**src/rtl/radix4_mult_pkg.sv**
```systemverilog
package radix4_mult_pkg;

  // Sequencer states
  typedef enum logic [1:0] {
    ST_IDLE = 2'd0,
    ST_PREP = 2'd1,
    ST_RUN  = 2'd2,
    ST_FIN  = 2'd3
  } mulState_e;

  // Strobes from control to datapath
  typedef struct packed {
    logic loadOps;     // capture operands, clear partial product
    logic loadTriple;  // register 3x multiple
    logic stepEn;      // retire one radix-4 digit
  } mulCtrl_t;

endpackage

```
**src/rtl/radix4_mult_ctrl.sv**
```systemverilog
module radix4_mult_ctrl
  import radix4_mult_pkg::*;
#(
  parameter int STEPS = 4
) (
  input  logic     clk,
  input  logic     rstN,
  input  logic     start,
  output mulCtrl_t ctrl,
  output logic     busy,
  output logic     done
);

  localparam int CW = (STEPS > 1) ? $clog2(STEPS) : 1;
  localparam logic [CW-1:0] LAST_STEP = CW'(STEPS - 1);

  mulState_e stateQ, stateD;
  logic [CW-1:0] stepCntQ, stepCntD;
  logic acceptStart;

  // A start is taken only when no operation is in flight
  assign acceptStart = start && ((stateQ == ST_IDLE) || (stateQ == ST_FIN));

  always_comb begin
    stateD          = stateQ;
    stepCntD        = stepCntQ;
    ctrl.loadOps    = 1'b0;
    ctrl.loadTriple = 1'b0;
    ctrl.stepEn     = 1'b0;
    unique case (stateQ)
      ST_IDLE, ST_FIN: begin
        if (acceptStart) begin
          ctrl.loadOps = 1'b1;
          stateD       = ST_PREP;
        end else begin
          stateD = ST_IDLE;
        end
      end
      ST_PREP: begin
        ctrl.loadTriple = 1'b1;
        stepCntD        = '0;
        stateD          = ST_RUN;
      end
      ST_RUN: begin
        ctrl.stepEn = 1'b1;
        if (stepCntQ == LAST_STEP) begin
          stateD = ST_FIN;
        end else begin
          stepCntD = stepCntQ + 1'b1;
        end
      end
      default: stateD = ST_IDLE;
    endcase
  end

  always_ff @(posedge clk or negedge rstN) begin
    if (!rstN) begin
      stateQ   <= ST_IDLE;
      stepCntQ <= '0;
    end else begin
      stateQ   <= stateD;
      stepCntQ <= stepCntD;
    end
  end

  assign busy = (stateQ == ST_PREP) || (stateQ == ST_RUN);
  assign done = (stateQ == ST_FIN);

endmodule

```
**src/rtl/radix4_mult_digit_sel.sv**
```systemverilog
module radix4_mult_digit_sel #(
  parameter int WIDTH = 8
) (
  input  logic [1:0]       digit,
  input  logic [WIDTH-1:0] mcand,
  input  logic [WIDTH+1:0] triple,
  output logic [WIDTH+1:0] multiple
);

  // Digit value picks 0, x, 2x or the stored 3x
  always_comb begin
    unique case (digit)
      2'd0:    multiple = '0;
      2'd1:    multiple = {2'b00, mcand};
      2'd2:    multiple = {1'b0, mcand, 1'b0};
      default: multiple = triple;
    endcase
  end

endmodule

```
**src/rtl/radix4_mult_datapath.sv**
```systemverilog
module radix4_mult_datapath
  import radix4_mult_pkg::*;
#(
  parameter int WIDTH = 8
) (
  input  logic               clk,
  input  logic               rstN,
  input  mulCtrl_t           ctrl,
  input  logic [WIDTH-1:0]   opA,
  input  logic [WIDTH-1:0]   opB,
  output logic [2*WIDTH-1:0] product
);

  localparam int SUM_W = WIDTH + 2;

  logic [WIDTH-1:0] mcandQ;
  logic [WIDTH-1:0] mplierQ;
  logic [SUM_W-1:0] tripleQ;
  logic [WIDTH-1:0] hiAccQ;
  logic [WIDTH-1:0] loAccQ;
  logic [SUM_W-1:0] multiple;
  logic [SUM_W-1:0] stepSum;

  radix4_mult_digit_sel #(.WIDTH(WIDTH)) u_digitSel (
    .digit    (mplierQ[1:0]),
    .mcand    (mcandQ),
    .triple   (tripleQ),
    .multiple (multiple)
  );

  // Two extra bits keep high part + 3x from overflowing
  assign stepSum = {2'b00, hiAccQ} + multiple;

  always_ff @(posedge clk or negedge rstN) begin
    if (!rstN) begin
      mcandQ  <= '0;
      mplierQ <= '0;
      tripleQ <= '0;
      hiAccQ  <= '0;
      loAccQ  <= '0;
    end else begin
      if (ctrl.loadOps) begin
        mcandQ  <= opA;
        mplierQ <= opB;
        hiAccQ  <= '0;
        loAccQ  <= '0;
      end
      if (ctrl.loadTriple) begin
        tripleQ <= {2'b00, mcandQ} + {1'b0, mcandQ, 1'b0};
      end
      if (ctrl.stepEn) begin
        hiAccQ  <= stepSum[SUM_W-1:2];
        loAccQ  <= {stepSum[1:0], loAccQ[WIDTH-1:2]};
        mplierQ <= {2'b00, mplierQ[WIDTH-1:2]};
      end
    end
  end

  assign product = {hiAccQ, loAccQ};

endmodule

```
**src/rtl/radix4_mult.sv**
```systemverilog
module radix4_mult
  import radix4_mult_pkg::*;
#(
  parameter int WIDTH = 8
) (
  input  logic               clk,
  input  logic               rstN,
  input  logic               start,
  input  logic [WIDTH-1:0]   opA,
  input  logic [WIDTH-1:0]   opB,
  output logic               busy,
  output logic               done,
  output logic [2*WIDTH-1:0] product
);

  localparam int STEPS = WIDTH / 2;

  mulCtrl_t ctrl;

  radix4_mult_ctrl #(.STEPS(STEPS)) u_ctrl (
    .clk   (clk),
    .rstN  (rstN),
    .start (start),
    .ctrl  (ctrl),
    .busy  (busy),
    .done  (done)
  );

  radix4_mult_datapath #(.WIDTH(WIDTH)) u_datapath (
    .clk     (clk),
    .rstN    (rstN),
    .ctrl    (ctrl),
    .opA     (opA),
    .opB     (opB),
    .product (product)
  );

endmodule

```
**config.mk**
```make
export PLATFORM = sky130hd
export DESIGN_NAME = radix4_mult
export DESIGN_NICKNAME = d
export VERILOG_FILES = /design/src/rtl/radix4_mult_pkg.sv /design/src/rtl/radix4_mult_ctrl.sv /design/src/rtl/radix4_mult_digit_sel.sv /design/src/rtl/radix4_mult_datapath.sv /design/src/rtl/radix4_mult.sv
export SDC_FILE = /design/constraint.sdc
export NUM_CORES = 1
export LEC_CHECK = 0
export BUFFER_PORTS_ARGS = -buffer_cell sky130_fd_sc_hd__clkbuf_2
export CORE_AREA = 10 10 90 92
export CTS_CLUSTER_DIAMETER = 100
export DETAILED_ROUTE_END_ITERATION = 8
export DIE_AREA = 0 0 100 102
export PLACE_DENSITY_LB_ADDON = 0.12
export SKIP_CTS_REPAIR_TIMING = 1
export SLEW_MARGIN = 10
export SYNTH_ARGS = -nofsm -noshare
export SYNTH_HDL_FRONTEND = slang
export SYNTH_HIERARCHICAL = 1
export SYNTH_SLANG_ARGS = --single-unit
```
**constraint.sdc**
```tcl
create_clock -name clk -period 2.4 [get_ports clk]
set_clock_uncertainty 0.05 [all_clocks]
set_input_delay 0 -clock clk [delete_from_list [all_inputs] [get_ports clk]]
set_output_delay 0 -clock clk [all_outputs]
set_load 0.05 [all_outputs]
```
Word level (Yosys, flattened, before mapping)
Cells that the tools add are included.

operators by class
  add/sub/neg operators = 3
  equal/unequal tests = 8
  mux-type cells = 15
  reductions and logical operators = 9

operators by type and width
  operator               number
  $mux W8                5
  $pmux W10 S3           1
  $add A8 B10 Y10        1
  $add A8 B9 Y10         1
  $eq A2 B2 Y1 const B   4
  $pmux W2 S3            1
  $mux W1                5
  $eq A2 B1 Y1 const B   2
  $logic_not A2 Y1       2
  $mux W2                2
  $pmux W2 S2            1
  $reduce_bool A2 Y1     2
  $add A2 B1 Y2 const B  1
  $logic_or A1 B1 Y1     2
  $ne A2 B1 Y1 const B   1
  $ne A2 B2 Y1 const B   1
  $reduce_and A2 Y1      1
  $reduce_or A2 Y1       1
  $logic_and A1 B1 Y1    1

word-level totals
  bits in registers = 46
  output and inout bits = 18
  logic and storage cells = 42

Logic depth before layout (Yosys ltp)
Gate-level depths: netlist of run 1.

  word-level depth = 7
  gate-level depth with buffers = 11
  mapped depth without buffers = 10

Cells and area by module
The synthesis of run 1 kept the hierarchy.

modules (own cells, without submodules)
  module                 times used  cells each  area an instance (µm²)  sequential area each (µm²)
  radix4_mult_datapath   1           217         2289.7                  1051.0
  radix4_mult_ctrl       1           21          245.2                   100.1
  radix4_mult_digit_sel  1           23          209.0                   0.0

Worst setup path before layout of run 1
No wires, ideal clock.

  kind = register -> register
  start = register u_datapath.mplierQ[0]
  end = register u_datapath.hiAccQ[7]
  arrival = 2.277 ns
  data required time = 2.218 ns
  slack = -0.059 ns
  stages on the path, launching flop included = 10
  path buffers = 1
  period minus slack after synthesis = 2.459 ns
  cells stage by stage = dfrtp_1 -> buf_6 -> mux2_4 -> a22o_1 -> ha_1 -> a211oi_4 -> nor4_1 -> o41ai_2 -> xor2_1 -> o21ai_1

on the way
  cells in the longest elaborated chain, start to end = 4
  elaborated cells on any way between the ends = 6
  classes of those cells = add/sub (1); eq/ne (2); mux (2); reduce/logical (1)

RTL lines
  item                                        RTL line                     source
  start: declaration                          radix4_mult_datapath.sv:17   logic [WIDTH-1:0] mplierQ;
  start signal: assignment                    radix4_mult_datapath.sv:44   mplierQ <= opB;
  start signal: assignment                    radix4_mult_datapath.sv:54   mplierQ <= {2'b00, mplierQ[WIDTH-1:2]};
  $eq A2 B2 Y1, or another cell as far along  radix4_mult_digit_sel.sv:12  unique case (digit)
  $pmux W10 S3 *                              radix4_mult_digit_sel.sv:12
  via u_datapath.multiple[1]                  radix4_mult_datapath.sv:21   logic [SUM_W-1:0] multiple;
  $add A8 B10 Y10 *                           radix4_mult_datapath.sv:32   assign stepSum = {2'b00, hiAccQ} + multiple;
  $mux W8 *                                   radix4_mult_datapath.sv:51   if (ctrl.stepEn) begin
  end signal: assignment                      radix4_mult_datapath.sv:52   hiAccQ <= stepSum[SUM_W-1:2];
  end: declaration                            radix4_mult_datapath.sv:19   logic [WIDTH-1:0] hiAccQ;

Mark *: on every way through the listed nets, which the timed path passes. The rest lies on a longest branch.
A chain may end at the register's enable or synchronous reset.

Worst setup path after layout of run 1
  start = register u_datapath.mplierQ[0]
  end = register u_datapath.hiAccQ[4]

The elaborated chain is that of the path after synthesis.

==> impl_metrics.json, run 1 <==
{
  "fmax_mhz": 402,
  "routed-via-count": 2172,
  "core_um2": 6280,
  "first_pass_iters": 4,
  "worst_hold_path.num_cells": 3,
  "final_nets": 380,
  "grtUsageTotal": 0.126,
  "seqPwrFrac": 0.241,
  "slew_viol_final": 0,
  "place_ws_ps": -95.9,
  "drtIter0Drc": 68,
  "rsz0062_at_grt": "true",
  "synth_async_sr_flop_share": 1.00,
  "h-tree-depth": 2,
  "worstMarginPinSlew_ps": 568,
  "ys.flop_type": "dfrtp_1",
  "clk_path_buf_depth": 2,
  "cp.required_ps": 2540,
  "fin_crit_sh": 1.04,
  "clock-sinks": 46,
  "ant_nets": 0,
  "yosys.cell_types.count": 47,
  "vias_per_cell": 5.22,
  "switchingPower_uw": 2670,
  "crit_type": "register to register",
  "dpl.hpwl_um": 4810,
  "min_to": "u_datapath/mplierQ[5]",
  "grt_pass1_wl_um": 10500,
  "hold_class": "primary input to register",
  "maxSlewHeadroom": 0.621,
  "cts_inserted_buffers": 5,
  "die_x_um": 100,
  "pwr-share-comb": 0.660,
  "violations": "hold timing, setup timing",
  "ys.warnings.count": 6,
  "swShare": 0.454,
  "min-delay-start": "opB[5]",
  "netlist_area_um2": 2740,
  "layout-drive-gt1-share": 0.330,
  "start_util": 0.437,
  "synthCells": 261,
  "rows": 29,
  "yosys-top-cells-count": "dfrtp_1 (46), nand2_1 (26), ha_1 (21)",
  "wl_per_cell_um": 15.2,
  "p_leak_uw": 0.00169,
  "ys_seq_elements": 46,
  "synth_top_area_frac": 0.420,
  "hold_ws_ps": -61.6,
  "grt_overflow": 0,
  "ios": 37,
  "crit_path_end_kind": "register",
  "cap_violations": 0,
  "clk_pin_slew_ps": 90,
  "n_fill_cell": 565,
  "die_h_um": 102,
  "synth_area_per_cell_um2": 10.5,
  "drc": 0,
  "yosysSeqAreaShare": 0.420,
  "area_delta_synth_final_pct": 29.0,
  "cts_root_buf": "clkbuf_8",
  "numPortBuffers": 36,
  "multi_input_comb_area_um2": 1580,
  "die_area_um2": 10200,
  "antenna_found_initial": 0,
  "powerDensity_nw_per_um2": 1660,
  "r2r_cells": 10,
  "setup_tns_ps": -162,
  "clock_latency_ps": 300,
  "regArea_um2": 1150,
  "routabilityCongestion": 0.885,
  "worstReg2RegStart": "u_datapath/mplierQ[0]",
  "crit_fanout": 4,
  "synth_area_leader_cell": "dfrtp_1",
  "r2r_slack_ps": -80,
  "cp-start-kind": "register",
  "cp.arrival_ps": 2630,
  "cts_tree": "built",
  "setup_ws_ps": -84.8,
  "setup_violations": 2,
  "fin_util": 0.564,
  "status": "finished, violations left",
  "finalCriticalPeriod_ps": 2480,
  "hold_viol": 3,
  "synth_edf_count": 0,
  "synth_most_common_cell": "dfrtp_1",
  "routed_wirelength_um": 6320,
  "grt_pass1_vias": 2231,
  "vdd_drop_max_mv": 1.04,
  "synth_area_leaders": "dfrtp_1 (42%), ha_1 (9.6%), mux2_2 (7.8%), mux2i_1 (4.0%), a22o_1 (3.8%)",
  "p_clk_frac": 0.099,
  "p_int_uw": 3220,
  "num_antenna_cells": 0,
  "grt_start_max_net_pins": 20,
  "rr_endpoint": "u_datapath/hiAccQ[4]",
  "synth_nets": 303
}
-- stage by stage --
stage          total power (uW)  hold WS (ps)  instances  area (um^2)
5_1_grt                    6410          12.3        416         3540
3_3_place_gp               5120         -63.7        394         3230
2_1_floorplan              4110          -346        261         2770
3_5_place_dp               5180         -58.8        394         3230
6_report                   5890         -61.6        416         3540
4_1_cts                    5780          -392        402         3340
-- critical path: stages, from the launching register on --
cell,delay [ps]
dfrtp_1,420
buf_4,160
mux2_4,290
a22o_4,270
inv_2,60
fa_2,190
nand2b_4,130
a21oi_2,70
o21a_1,170
or3_1,300
a32o_1,260
-- worst max-delay path by stage --
stage	start	endpoint	cells past startpoint
2_1_floorplan	u_datapath/mplierQ[0]	u_datapath/hiAccQ[4]	10
3_3_place_gp	u_datapath/mplierQ[0]	u_datapath/hiAccQ[4]	10
3_5_place_dp	u_datapath/mplierQ[0]	u_datapath/hiAccQ[4]	10
4_1_cts	u_datapath/mplierQ[0]	u_datapath/hiAccQ[4]	10
5_1_grt	u_datapath/mplierQ[0]	u_datapath/hiAccQ[7]	9
6_report	u_datapath/mplierQ[0]	u_datapath/hiAccQ[4]	10
-- metal layers --
metal  part of all wire  track usage  vias to the layer above
met5                  0            0                        -
met1               0.48        0.161                     1040
li1                   -            -                     1088
met2               0.47        0.204                       38
met4              0.011       0.0380                        0
met3              0.044       0.0310                        6
-- registers in the layout, indices dropped and copies added, names as in the netlist --
signal and count:
u_datapath/mcandQ 8, u_ctrl/stateQ 2, u_datapath/loAccQ 8, u_datapath/mplierQ 8, u_datapath/tripleQ 10, u_datapath/hiAccQ 8
u_ctrl/stepCntQ 2
-- power groups by stage --
stage | Combinational [uW] | Clock [uW] | Sequential [uW]
after floorplan | 2350 | 0 | 1770
after global placement | 3690 | 0 | 1430
after detailed placement | 3750 | 0 | 1430
after CTS | 3770 | 599 | 1410
after global routing | 4310 | 633 | 1470
final | 3890 | 583 | 1420
-- logic make-up after synthesis --
| kind of cell | synth area share |
|---|---|
| flops | 0.420 |
| xor+xnor | 0.0319 |
| compound gates | 0.182 |
| simple gates | 0.0912 |
| buf+inv | 0.0356 |
| fa+ha+maj | 0.110 |
| mux | 0.129 |
-- cell usage in the layout, fill, tap and decap left out, types with 2 or more instances in the layout --
cell type / instances
nor2b_1: 4
ha_1: 17
mux2i_1: 11
xnor2_1: 5
buf_4: 30
nand2b_1: 2
o22ai_1: 2
o211ai_1: 2
clkbuf_2: 36
o21bai_1: 2
a21o_1: 3
and2_1: 2
xor2_1: 5
o21ai_0: 16
ha_4: 4
mux2_4: 3
a32o_1: 2
o21ai_1: 8
clkbuf_8: 5
nand2_1: 26
nor2_1: 12
inv_1: 11
a22o_1: 11
a21oi_1: 9
mux2_2: 18
clkinv_2: 2
dlygate4sd3_1: 14
a21oi_2: 3
dfrtp_1: 46
-- final cells by class --
| cell class | instances | share of cell area |
|---|---|---|
| clock inverter | 3 | 0.0113 |
| clock buffer | 5 | 0.0194 |
| timing repair buffer | 81 | 0.157 |
| sequential | 46 | 0.325 |
| multi-input combinational | 192 | 0.447 |
| inverter | 12 | 0.0127 |
| tap | 77 | 0.0272 |
Note: power is estimated with default switching activity, not from simulation.
==> inputs of run 2 (changes only) <==
CORE_AREA = 10 10 105 79   (was 10 10 90 92)
CTS_BUF_LIST = sky130_fd_sc_hd__clkbuf_8 sky130_fd_sc_hd__clkbuf_16   (was default)
CTS_CLUSTER_DIAMETER = 80   (was 100)
DIE_AREA = 0 0 115 89   (was 0 0 100 102)
==> impl_metrics.json, run 2 (synthesized netlist as in run 1, its figures left out) <==
{
  "rows": 25,
  "grt_pass1_wl_um": 10600,
  "grt_start_max_net_pins": 20,
  "area_delta_synth_final_pct": 34.2,
  "violations": "hold timing, setup timing",
  "ant_nets": 0,
  "maxSlewHeadroom": 0.595,
  "slew_viol_final": 0,
  "drc": 0,
  "clk_path_buf_depth": 2,
  "cp-start-kind": "register",
  "grtUsageTotal": 0.129,
  "fin_crit_sh": 1.03,
  "use_met3": 0.0389,
  "crit_type": "register to register",
  "fmax_mhz": 403,
  "slowest_stage": "dfrtp_2",
  "setup_violations": 1,
  "hold_class": "primary input to register",
  "finalCriticalPeriod_ps": 2480,
  "wl_per_cell_um": 15.4,
  "clock-sinks": 46,
  "drtIter0Drc": 85,
  "grt_overflow": 0,
  "worstMarginPinSlew_ps": 608,
  "cts_tree": "built",
  "layout-drive-gt1-share": 0.369,
  "grt_pass1_vias": 2135,
  "hold_viol": 2,
  "clk_pin_slew_ps": 90,
  "grtUsageMet1": 0.177,
  "cap_violations": 0,
  "status": "finished, violations left",
  "antenna_found_initial": 0,
  "h-tree-depth": 2,
  "routed-via-count": 2200,
  "dpl.hpwl_um": 4910,
  "core_um2": 6440,
  "crit_chain": "mux2_4 -> a22o_1 -> buf_6 -> ha_4 -> a211oi_4 -> nor4_4 -> o41ai_4 -> xor2_1 -> o21ai_1",
  "top_register": "u_datapath/tripleQ",
  "setup_tns_ps": -81.4,
  "cp.required_ps": 2520,
  "rsz0062_at_grt": "true",
  "clock_latency_ps": 300,
  "cts_root_buf": "clkbuf_8",
  "vias_per_cell": 5.14,
  "first_pass_iters": 4,
  "cpPeakStageDelay_ps": 480,
  "hold_ws_ps": -44.9,
  "routabilityCongestion": 0.845,
  "crit_path_end_kind": "register",
  "cp_top_family": "compound AO/OA/AOI/OAI gates",
  "die_area_um2": 10200,
  "ios": 37,
  "dpl_cell_area_um2": 3260,
  "final_cell_mix": "dfrtp_1 (44), clkbuf_2 (36), buf_4 (34), nand2_1 (25), mux2_2 (18)",
  "num_antenna_cells": 0,
  "routed_wirelength_um": 6600,
  "largest_reg_flops": 10,
  "cp.arrival_ps": 2600,
  "setup_ws_ps": -81.4,
  "numPortBuffers": 36,
  "use_met2": 0.195,
  "die_h_um": 89,
  "final_common_cell": "dfrtp_1",
  "cts_inserted_buffers": 5,
  "cp.buffers_inverters": 1,
  "start_util": 0.426,
  "finalInstanceArea_um2": 3680,
  "grt-busiest-layer": "met2",
  "crit_fanout": 7,
  "final_nets": 388,
  "die_x_um": 115
}
==> run 2: stage by stage <==
step	util	setup WS [ps]	instances
2_1_floorplan	-	21.0	261
3_3_place_gp	0.505	-135	401
3_5_place_dp	0.505	-277	401
4_1_cts	0.520	-305	409
5_1_grt	0.571	-207	428
6_report	0.571	-81.4	428
==> run 2: worst paths after layout <==
path | startpoint | endpoint | slack, ps | cells after the start
worst max-delay path | u_datapath/mplierQ[0] | u_datapath/hiAccQ[7] | -80 | 9
worst min-delay path | opB[1] | u_datapath/mplierQ[1] | -40 | 3
worst max register to register | u_datapath/mplierQ[0] | u_datapath/hiAccQ[7] | -80 | 9
worst min register to register | u_datapath/mplierQ[3] | u_datapath/mplierQ[1] | 440 | 2
max in group asynchronous | rstN | u_datapath/mplierQ[1] | 1610 | 3
min in group asynchronous | rstN | u_datapath/mcandQ[6] | 90 | 2
==> run 2: tightest hold or removal path, delay by kind of cell <==
family / cells / cell delay, ps
compound gates: 1 / 120
mux: 1 / 60
buf+inv: 1 / 80
==> run 2: final cells by class <==
cell class | instances | area, um^2
inverters | 12 | 45.0
clock buffers | 6 | 82.6
multi-input cells | 192 | 1660
repair buffers | 89 | 631
well taps | 81 | 101
flip-flops and latches | 46 | 1150
clock inverters | 2 | 8.76
fillers | 590 | 2760
==> run 2: per-layer routing <==
layer,share of wire,wire [um],vias up
met5,0,0,-
met1,0.50,3270,1062
li1,-,-,1097
met4,0.0061,40,0
met3,0.043,287,4
met2,0.45,3000,37
Power of run 2 is left out: the tool's default activity adds up to more than one toggle a clock period on the data nets, which glitch-free logic cannot reach.
==> inputs of run 3 (changes only) <==
CTS_BUF_LIST = default   (was sky130_fd_sc_hd__clkbuf_8 sky130_fd_sc_hd__clkbuf_16)
==> impl_metrics.json, run 3 (synthesized netlist as in run 1, its figures left out) <==
{
  "routed-via-count": 2204,
  "cp-start-kind": "register",
  "routabilityCongestion": 0.845,
  "num_antenna_cells": 0,
  "grt_pass1_wl_um": 10600,
  "numPortBuffers": 36,
  "area_delta_synth_final_pct": 34.2,
  "final_cell_mix": "dfrtp_1 (44), clkbuf_2 (36), buf_4 (34), nand2_1 (25), mux2_2 (18)",
  "dpl.hpwl_um": 4910,
  "violations": "hold timing, setup timing",
  "layout-drive-gt1-share": 0.369,
  "final_cells": 428,
  "status": "finished, violations left",
  "rows": 25,
  "ios": 37,
  "fmax_mhz": 403,
  "cp.required_ps": 2520,
  "grt_pass1_vias": 2135,
  "start_util": 0.426,
  "clock_latency_ps": 300,
  "die_x_um": 115,
  "finalCriticalPeriod_ps": 2480,
  "final_nets": 388,
  "dpl_cell_area_um2": 3260,
  "hold_class": "primary input to register",
  "slew_viol_final": 0,
  "top_register": "u_datapath/tripleQ",
  "drc": 0,
  "die_h_um": 89,
  "crit_fanout": 7,
  "cts_root_buf": "clkbuf_8",
  "crit_type": "register to register",
  "worstMarginPinSlew_ps": 608,
  "final_common_cell": "dfrtp_1",
  "clock-sinks": 46,
  "largest_reg_flops": 10,
  "routed_wirelength_um": 6590,
  "fin_crit_sh": 1.03,
  "clk_pin_slew_ps": 90,
  "rsz0062_at_grt": "true",
  "drtIter0Drc": 85,
  "antenna_found_initial": 0,
  "hold_viol": 2,
  "cts_inserted_buffers": 5,
  "first_pass_iters": 4,
  "core_um2": 6440,
  "cts_tree": "built",
  "cap_violations": 0,
  "hold_ws_ps": -44.8,
  "wl_per_cell_um": 15.4,
  "die_area_um2": 10200,
  "vias_per_cell": 5.15,
  "setup_ws_ps": -81.4,
  "crit_path_end_kind": "register",
  "clk_path_buf_depth": 2,
  "setup_violations": 1,
  "grtUsageTotal": 0.129,
  "grt_overflow": 0,
  "h-tree-depth": 2,
  "maxSlewHeadroom": 0.594,
  "finalInstanceArea_um2": 3680,
  "ant_nets": 0,
  "cp.arrival_ps": 2600,
  "grt_start_max_net_pins": 20,
  "dp_cells": 401
}
run 3: cell count changes in the layout (fill, tap and decap cells not counted):
cell	delta
inv_1	-1
clkbuf_1	+1
run 3: layout make-up:
type	instances	area, um^2
Sequential cell	46	1150
Tap cell	81	101
Inverter	12	45.0
Clock inverter	1	5.00
Multi-Input combinational cell	192	1660
Timing Repair Buffer	89	631
Clock buffer	7	86.3
Fill cell	590	2760
run 3: layer usage:
| layer | wire length [um] | track usage | share of wire | vias to the layer above |
|---|---|---|---|---|
| met3 | 287 | 0.0389 | 0.044 | 4 |
| met4 | 40 | 0.0303 | 0.0061 | 0 |
| met1 | 3260 | 0.177 | 0.49 | 1066 |
| met5 | 0 | 0 | 0 | - |
| met2 | 3000 | 0.195 | 0.46 | 37 |
| li1 | - | - | - | 1097 |
run 3: worst max-delay path, stage by stage, from the launching register on:
cell and delay, ps:
dfrtp_2 480, mux2_4 310, a22o_1 240, buf_6 130
ha_4 210, a211oi_4 340, nor4_4 100, o41ai_4 240
xor2_1 190, o21ai_1 80
run 3: worst paths after layout:
| path | from | endpoint | depth (start not counted) | slack [ps] |
|---|---|---|---|---|
| worst max register to register | u_datapath/mplierQ[0] | u_datapath/hiAccQ[7] | 9 | -80 |
| min in group asynchronous | rstN | u_datapath/mcandQ[6] | 2 | 90 |
| worst max-delay path | u_datapath/mplierQ[0] | u_datapath/hiAccQ[7] | 9 | -80 |
| worst min register to register | u_datapath/mplierQ[3] | u_datapath/mplierQ[1] | 2 | 440 |
| worst min-delay path | opB[1] | u_datapath/mplierQ[1] | 3 | -40 |
| max in group asynchronous | rstN | u_datapath/mplierQ[1] | 3 | 1610 |
run 3: stage by stage:
step                      setup WS (ps)  setup TNS [ps]   util  hold slack [ps]
after global routing               -207            -423  0.571             22.3
after CTS                          -305           -1050  0.520             -439
after global placement             -135            -416  0.505             -104
final                             -81.4           -81.4  0.571            -44.8
after floorplan                    21.0               0      -             -346
after detailed placement           -277            -888  0.505             -105
Power of run 3 is left out for the same reason.
